`config.mk`:
```
export PLATFORM = sky130hd
export DESIGN_NAME = uart_fc_core
export DESIGN_NICKNAME = d
export VERILOG_FILES = /design/src/rtl/uart_fc_pkg.sv /design/src/rtl/uart_fc_baud.sv /design/src/rtl/uart_fc_fifo.sv /design/src/rtl/uart_fc_tx.sv /design/src/rtl/uart_fc_rx.sv /design/src/rtl/uart_fc_core.sv
export SDC_FILE = /design/constraint.sdc
export NUM_CORES = 1
export LEC_CHECK = 0
export ABC_AREA = 1
export BUFFER_PORTS_ARGS = -buffer_cell sky130_fd_sc_hd__buf_2
export CORE_UTILIZATION = 66
export CTS_CLUSTER_SIZE = 10
export DETAILED_ROUTE_END_ITERATION = 8
export GPL_TIMING_DRIVEN = 0
export HOLD_SLACK_MARGIN = 0.03
export PLACE_DENSITY = 0.85
export SYNTH_ARGS = -nofsm -noshare
export SYNTH_HDL_FRONTEND = slang
export SYNTH_SLANG_ARGS = --single-unit
```
`constraint.sdc`:
```
create_clock -name clk -period 4 [get_ports clk]
set_input_delay 0.6 -clock clk [delete_from_list [all_inputs] [get_ports clk]]
set_output_delay 0.6 -clock clk [all_outputs]
set_load 0.005 [all_outputs]
```
`src/rtl/uart_fc_pkg.sv`:
```
package uart_fc_pkg;
  localparam int OSR           = 16;
  localparam int FLAG_W        = 4;
  localparam int FLAG_TX_FULL  = 0;
  localparam int FLAG_TX_EMPTY = 1;
  localparam int FLAG_RX_FULL  = 2;
  localparam int FLAG_RX_EMPTY = 3;

  typedef enum logic [2:0] {
    RX_IDLE,
    RX_START,
    RX_DATA,
    RX_STOP,
    RX_HOLD
  } rx_state_t;
endpackage

```
`src/rtl/uart_fc_baud.sv`:
```
module uart_fc_baud #(
  parameter int DIV_W = 16
) (
  input  logic             clk,
  input  logic             rst_n,
  input  logic [DIV_W-1:0] div,
  output logic             tick
);
  logic [DIV_W-1:0] cnt;

  // >= keeps the counter from running away if div shrinks mid-count
  assign tick = (cnt >= div);

  always_ff @(posedge clk) begin
    if (!rst_n)    cnt <= '0;
    else if (tick) cnt <= '0;
    else           cnt <= cnt + 1'b1;
  end
endmodule

```
`src/rtl/uart_fc_fifo.sv`:
```
module uart_fc_fifo #(
  parameter int DEPTH = 8,
  parameter int W     = 8
) (
  input  logic         clk,
  input  logic         rst_n,
  input  logic         single,
  input  logic         push,
  input  logic [W-1:0] din,
  input  logic         pop,
  output logic [W-1:0] dout,
  output logic         full,
  output logic         empty
);
  localparam int AW = (DEPTH > 1) ? $clog2(DEPTH) : 1;
  localparam int CW = $clog2(DEPTH + 1);

  logic [W-1:0]  mem [DEPTH];
  logic [AW-1:0] wr_p, rd_p;
  logic [CW-1:0] cnt;
  logic [CW-1:0] cap;
  logic          do_push, do_pop;

  assign cap     = single ? CW'(1) : CW'(DEPTH);
  assign full    = (cnt >= cap);
  assign empty   = (cnt == '0);
  assign do_push = push && !full;
  assign do_pop  = pop && !empty;
  assign dout    = empty ? '0 : mem[rd_p];

  function automatic logic [AW-1:0] nxt(input logic [AW-1:0] p);
    return (p == AW'(DEPTH - 1)) ? '0 : p + 1'b1;
  endfunction

  always_ff @(posedge clk) begin
    if (do_push) mem[wr_p] <= din;
  end

  always_ff @(posedge clk) begin
    if (!rst_n) begin
      wr_p <= '0;
      rd_p <= '0;
      cnt  <= '0;
    end else begin
      if (do_push) wr_p <= nxt(wr_p);
      if (do_pop)  rd_p <= nxt(rd_p);
      cnt <= cnt + CW'(do_push) - CW'(do_pop);
    end
  end
endmodule

```
`src/rtl/uart_fc_tx.sv`:
```
module uart_fc_tx
  import uart_fc_pkg::*;
(
  input  logic       clk,
  input  logic       rst_n,
  input  logic       tick,
  input  logic       avail,
  input  logic [7:0] din,
  input  logic       cts_ok,
  output logic       take,
  output logic       busy,
  output logic       txd
);
  localparam int TW = $clog2(OSR);

  logic [9:0]    frame;
  logic [3:0]    bitn;
  logic [TW-1:0] tcnt;

  // cts is consulted only here, between frames
  assign take = !busy && avail && cts_ok;

  always_ff @(posedge clk) begin
    if (!rst_n) begin
      busy  <= 1'b0;
      txd   <= 1'b1;
      frame <= '1;
      bitn  <= '0;
      tcnt  <= '0;
    end else if (!busy) begin
      if (take) begin
        busy  <= 1'b1;
        frame <= {1'b1, din, 1'b0};
        txd   <= 1'b0;
        bitn  <= '0;
        tcnt  <= '0;
      end
    end else if (tick) begin
      if (tcnt == TW'(OSR - 1)) begin
        tcnt <= '0;
        if (bitn == 4'd9) begin
          busy <= 1'b0;
        end else begin
          bitn  <= bitn + 1'b1;
          txd   <= frame[1];
          frame <= {1'b1, frame[9:1]};
        end
      end else begin
        tcnt <= tcnt + 1'b1;
      end
    end
  end
endmodule

```
`src/rtl/uart_fc_rx.sv`:
```
module uart_fc_rx
  import uart_fc_pkg::*;
(
  input  logic       clk,
  input  logic       rst_n,
  input  logic       tick,
  input  logic       rxd,
  output logic       got,
  output logic [7:0] rx_byte
);
  localparam int TW = $clog2(OSR);

  logic          s1, rs;
  rx_state_t     st;
  logic [TW-1:0] cnt;
  logic [2:0]    bitn;
  logic [7:0]    sh;

  always_ff @(posedge clk) begin
    if (!rst_n) begin
      s1 <= 1'b1;
      rs <= 1'b1;
    end else begin
      s1 <= rxd;
      rs <= s1;
    end
  end

  assign rx_byte = sh;

  always_ff @(posedge clk) begin
    if (!rst_n) begin
      st   <= RX_IDLE;
      cnt  <= '0;
      bitn <= '0;
      sh   <= '0;
      got  <= 1'b0;
    end else begin
      got <= 1'b0;
      case (st)
        RX_IDLE: if (!rs) begin
          st  <= RX_START;
          cnt <= '0;
        end
        RX_START: if (tick) begin
          if (cnt == TW'(OSR / 2 - 1)) begin
            cnt  <= '0;
            bitn <= '0;
            st   <= rs ? RX_IDLE : RX_DATA;
          end else cnt <= cnt + 1'b1;
        end
        RX_DATA: if (tick) begin
          if (cnt == TW'(OSR - 1)) begin
            cnt <= '0;
            sh  <= {rs, sh[7:1]};
            if (bitn == 3'd7) st <= RX_STOP;
            else              bitn <= bitn + 1'b1;
          end else cnt <= cnt + 1'b1;
        end
        RX_STOP: if (tick) begin
          if (cnt == TW'(OSR - 1)) begin
            cnt <= '0;
            got <= rs;
            st  <= rs ? RX_IDLE : RX_HOLD;
          end else cnt <= cnt + 1'b1;
        end
        // framing error: wait for the line to return high before rearming
        RX_HOLD: if (rs) st <= RX_IDLE;
        default: st <= RX_IDLE;
      endcase
    end
  end
endmodule

```
`src/rtl/uart_fc_core.sv`:
```
module uart_fc_core
  import uart_fc_pkg::*;
#(
  parameter int TX_DEPTH = 8,
  parameter int RX_DEPTH = 12,
  parameter int DIV_W    = 16
) (
  input  logic              clk,
  input  logic              rst_n,
  input  logic              fifo_en,
  input  logic              flow_en,
  input  logic [DIV_W-1:0]  baud_div,
  input  logic              tx_valid,
  input  logic [7:0]        tx_data,
  output logic              tx_ready,
  output logic              rx_valid,
  output logic [7:0]        rx_data,
  input  logic              rx_ready,
  output logic [FLAG_W-1:0] flags,
  output logic              txd,
  input  logic              rxd,
  input  logic              cts,
  output logic              rts
);
  logic       tick;
  logic       cts_m, cts_s;
  logic       tx_full, tx_empty, rx_full, rx_empty;
  logic [7:0] tx_head, rx_byte;
  logic       tx_take, tx_busy, rx_got;

  always_ff @(posedge clk) begin
    if (!rst_n) begin
      cts_m <= 1'b0;
      cts_s <= 1'b0;
    end else begin
      cts_m <= cts;
      cts_s <= cts_m;
    end
  end

  uart_fc_baud #(.DIV_W(DIV_W)) u_baud (
    .clk(clk), .rst_n(rst_n), .div(baud_div), .tick(tick)
  );

  uart_fc_fifo #(.DEPTH(TX_DEPTH), .W(8)) u_txq (
    .clk(clk), .rst_n(rst_n), .single(!fifo_en),
    .push(tx_valid), .din(tx_data), .pop(tx_take),
    .dout(tx_head), .full(tx_full), .empty(tx_empty)
  );

  uart_fc_tx u_tx (
    .clk(clk), .rst_n(rst_n), .tick(tick), .avail(!tx_empty),
    .din(tx_head), .cts_ok(!flow_en || cts_s),
    .take(tx_take), .busy(tx_busy), .txd(txd)
  );

  uart_fc_rx u_rx (
    .clk(clk), .rst_n(rst_n), .tick(tick), .rxd(rxd),
    .got(rx_got), .rx_byte(rx_byte)
  );

  uart_fc_fifo #(.DEPTH(RX_DEPTH), .W(8)) u_rxq (
    .clk(clk), .rst_n(rst_n), .single(!fifo_en),
    .push(rx_got), .din(rx_byte), .pop(rx_ready),
    .dout(rx_data), .full(rx_full), .empty(rx_empty)
  );

  assign tx_ready = !tx_full;
  assign rx_valid = !rx_empty;
  assign rts      = !(flow_en && rx_full);

  always_comb begin
    flags                = '0;
    flags[FLAG_TX_FULL]  = tx_full;
    flags[FLAG_TX_EMPTY] = tx_empty;
    flags[FLAG_RX_FULL]  = rx_full;
    flags[FLAG_RX_EMPTY] = rx_empty;
  end
endmodule

```
==> flow_summary.json <==
{
  "layout.nets": 1226,
  "synth.area.top_cells": "edfxtp_1 (44%), dfxtp_1 (16%), ha_1 (5.4%), nand2_1 (5.0%), nor2_1 (5.0%)",
  "ys_types": 45,
  "nFillCells": 1074,
  "fin_area_um2": 12100,
  "maxCapViolations": 0,
  "cts_resized": 0,
  "drt-pass1-iter-count": 5,
  "syn_nets": 1149,
  "ant_nets": 0,
  "clock_sinks": 246,
  "ys_seq_area_frac": 0.603,
  "cts_setup_buffers": 0,
  "whs_endpoint": "cts_m",
  "syn_area_um2": 10800,
  "r2r_cells": 7,
  "clkTransAtPathRegs_ps": 60,
  "path_max_fanout": 10,
  "synth_largest_area_cell": "edfxtp_1",
  "std_cell_rows": 46,
  "power.switching_uw": 2290,
  "max-slew-margin-rel": 0.0393,
  "layout-area-overhead-vs-synth_pct": 12.3,
  "cts_made_buffers": 28,
  "cts_max_level": 1,
  "power.internal_uw": 4880,
  "slew_viol_final": 0,
  "reg2reg_to": "u_rxq.mem[6][6]",
  "track_usage": 0.284,
  "io_buffer_count": 47,
  "placed_cell_area_um2": 11300,
  "critPathKind": "primary input to flip-flop",
  "ios": 48,
  "grt_max_degree": 15,
  "async_flop_share": 0,
  "leakagePower_uw": 0.00478,
  "final.setup.tns_ps": 0,
  "tightest_slew_ps": 1430,
  "final.period_utilization": 0.777,
  "min-delay-start": "cts",
  "hpwl_um": 15200,
  "yosys-top-cells-count": "edfxtp_1 (160), nand2_1 (144), nor2_1 (144), inv_1 (110), o21ai_0 (105)",
  "crit-reg2reg-launch": "u_rxq.cnt[3]",
  "arrival_ps": 3240,
  "combPwrFrac": 0.268,
  "synth_top_area_share": 0.444,
  "reg2reg_slack_ps": 970,
  "root_buffer": "clkbuf_16",
  "drcViolationCount": 0,
  "synth_edf_count": 160,
  "gr-total-overflow": 0,
  "syn_inst": 1068,
  "routedWlPerCell_um": 16.8,
  "clk_path_buf_depth": 3,
  "pre_cts_ws_ps": 398,
  "power.total_uw": 7170,
  "routed-via-count": 7906,
  "core-area_um2": 15900,
  "clock.fmax_ghz": 0.322,
  "cts_tree": "built",
  "p_sw_frac": 0.320,
  "grt_pass1_vias": 7535,
  "die-area_um2": 16900,
  "setup_violations": 0,
  "drtIter0Drc": 714,
  "synth_ff_type": "edfxtp_1",
  "holdWs_ps": 250,
  "rsz0062_at_grt": "no",
  "die_y_um": 130,
  "crit_path_end_kind": "flip-flop",
  "worstSkewPairLatency_ps": 530,
  "fin_ws_ps": 892,
  "synth_area_per_cell_um2": 10.1,
  "post-route-min-period_ps": 3110,
  "outcome": "finished, final reports clean",
  "initial_core_util": 0.678,
  "postCtsHoldBufs": 0,
  "gp_congestion": 0.863,
  "grt_pass1_wl_um": 36600,
  "ys_ff_latch": 246,
  "ys_warn_count": 0,
  "antenna_found_initial": 0,
  "diodes": 0,
  "ir_worst_vdd_mv": 0.360,
  "seq_area_um2": 6530,
  "hold_class": "primary input to flip-flop",
  "cp.required_ps": 4140,
  "fin_skew_ps": 8.01,
  "drive_above_1_share": 0.106,
  "routed_wl_um": 23200,
  "multi_input_area_um2": 3680,
  "die_x_um": 130,
  "sequentialPowerShare": 0.416,
  "critPathLaunchType": "primary input",
  "finalHoldViolCount": 0,
  "p_clk_frac": 0.317,
  "holdPathStages": 3,
  "power.density_nw_per_um2": 590,
  "yosysMostFrequentCell": "edfxtp_1",
  "vias_per_cell": 5.72
}
==> registers in the layout, indices dropped and copies added (netlist names), 4 cells and up, named ones only <==
name,flops
u_baud.cnt,16
u_rx.cnt,4
u_rx.rx_byte,8
u_rxq.cnt,4
u_rxq.mem,96
u_rxq.rd_p,4
u_rxq.wr_p,4
u_tx.bitn,4
u_tx.frame,8
u_tx.tcnt,4
u_txq.cnt,4
u_txq.mem,64
==> worst max path at each step <==
stage,start,end,slack (ps)
global route,fifo_en,u_rxq.mem[6][6],750
finish,fifo_en,u_rxq.mem[6][6],890
detailed placement,fifo_en,u_txq.mem[0][3],400
global placement,fifo_en,u_txq.mem[0][3],490
CTS,u_txq.cnt[0],u_txq.mem[2][5],890
floorplan,fifo_en,u_rxq.mem[4][0],1320
==> metal layers <==
layer,up-vias,share of wire,GRT usage
li1,3844,-,-
met1,3634,0.39,0.349
met2,366,0.50,0.505
met3,62,0.079,0.0463
met4,0,0.029,0.105
met5,-,0,0
==> power groups by stage <==
stage	Combinational [uW]	Clock (uW)	Sequential, uW
final	1920	2270	2980
after global routing	2140	2390	3000
after CTS	1890	2280	2980
after detailed placement	1850	0	3030
after global placement	1780	0	3020
after floorplan	1290	0	3000
==> stage by stage <==
stage / cells / utilization
2_1_floorplan: 1068 / -
3_3_place_gp: 1331 / 0.710
3_5_place_dp: 1331 / 0.710
4_1_cts: 1381 / 0.761
5_1_grt: 1381 / 0.762
6_report: 1381 / 0.762
==> placed cells by master (no fill, tap or decap), types with 29 or more instances in the layout <==
cell type  count
nor2_1       144
ha_1          47
edfxtp_1     160
a21oi_1       45
nand3_1       32
clkbuf_1      49
o21ai_0      105
nand2_1      144
dfxtp_1       86
inv_1        110
clkbuf_16     29
buf_2         53
==> cells by family (layout without fill, tap and decap cells) <==
kind of cell	Yosys count	after routing	synth area share
and+or+nand+nor	379	379	0.152
DFF	246	246	0.603
AOI/OAI and AO/OA	223	223	0.118
buffers and inverters	158	255	0.0580
adders and majority gates	49	49	0.0581
xor gates and xnor gates	13	13	0.0105
==> critical path: stages <==
cell	delay [ps]
buf_2	90
inv_1	210
ha_1	300
a21oi_1	160
nand2_1	70
a31oi_1	210
nand2_1	210
clkbuf_1	260
nor3_1	1120
==> area by class of cell <==
class                      count  area share
buffer                        41      0.0155
clock buffer                  49      0.0660
clock inverter                 1    0.000412
inverter                     117      0.0362
multi-input combinational    664       0.303
sequential                   246       0.538
tap                          216      0.0223
timing repair buffer          47      0.0194
(Power assumes the default switching activity.)
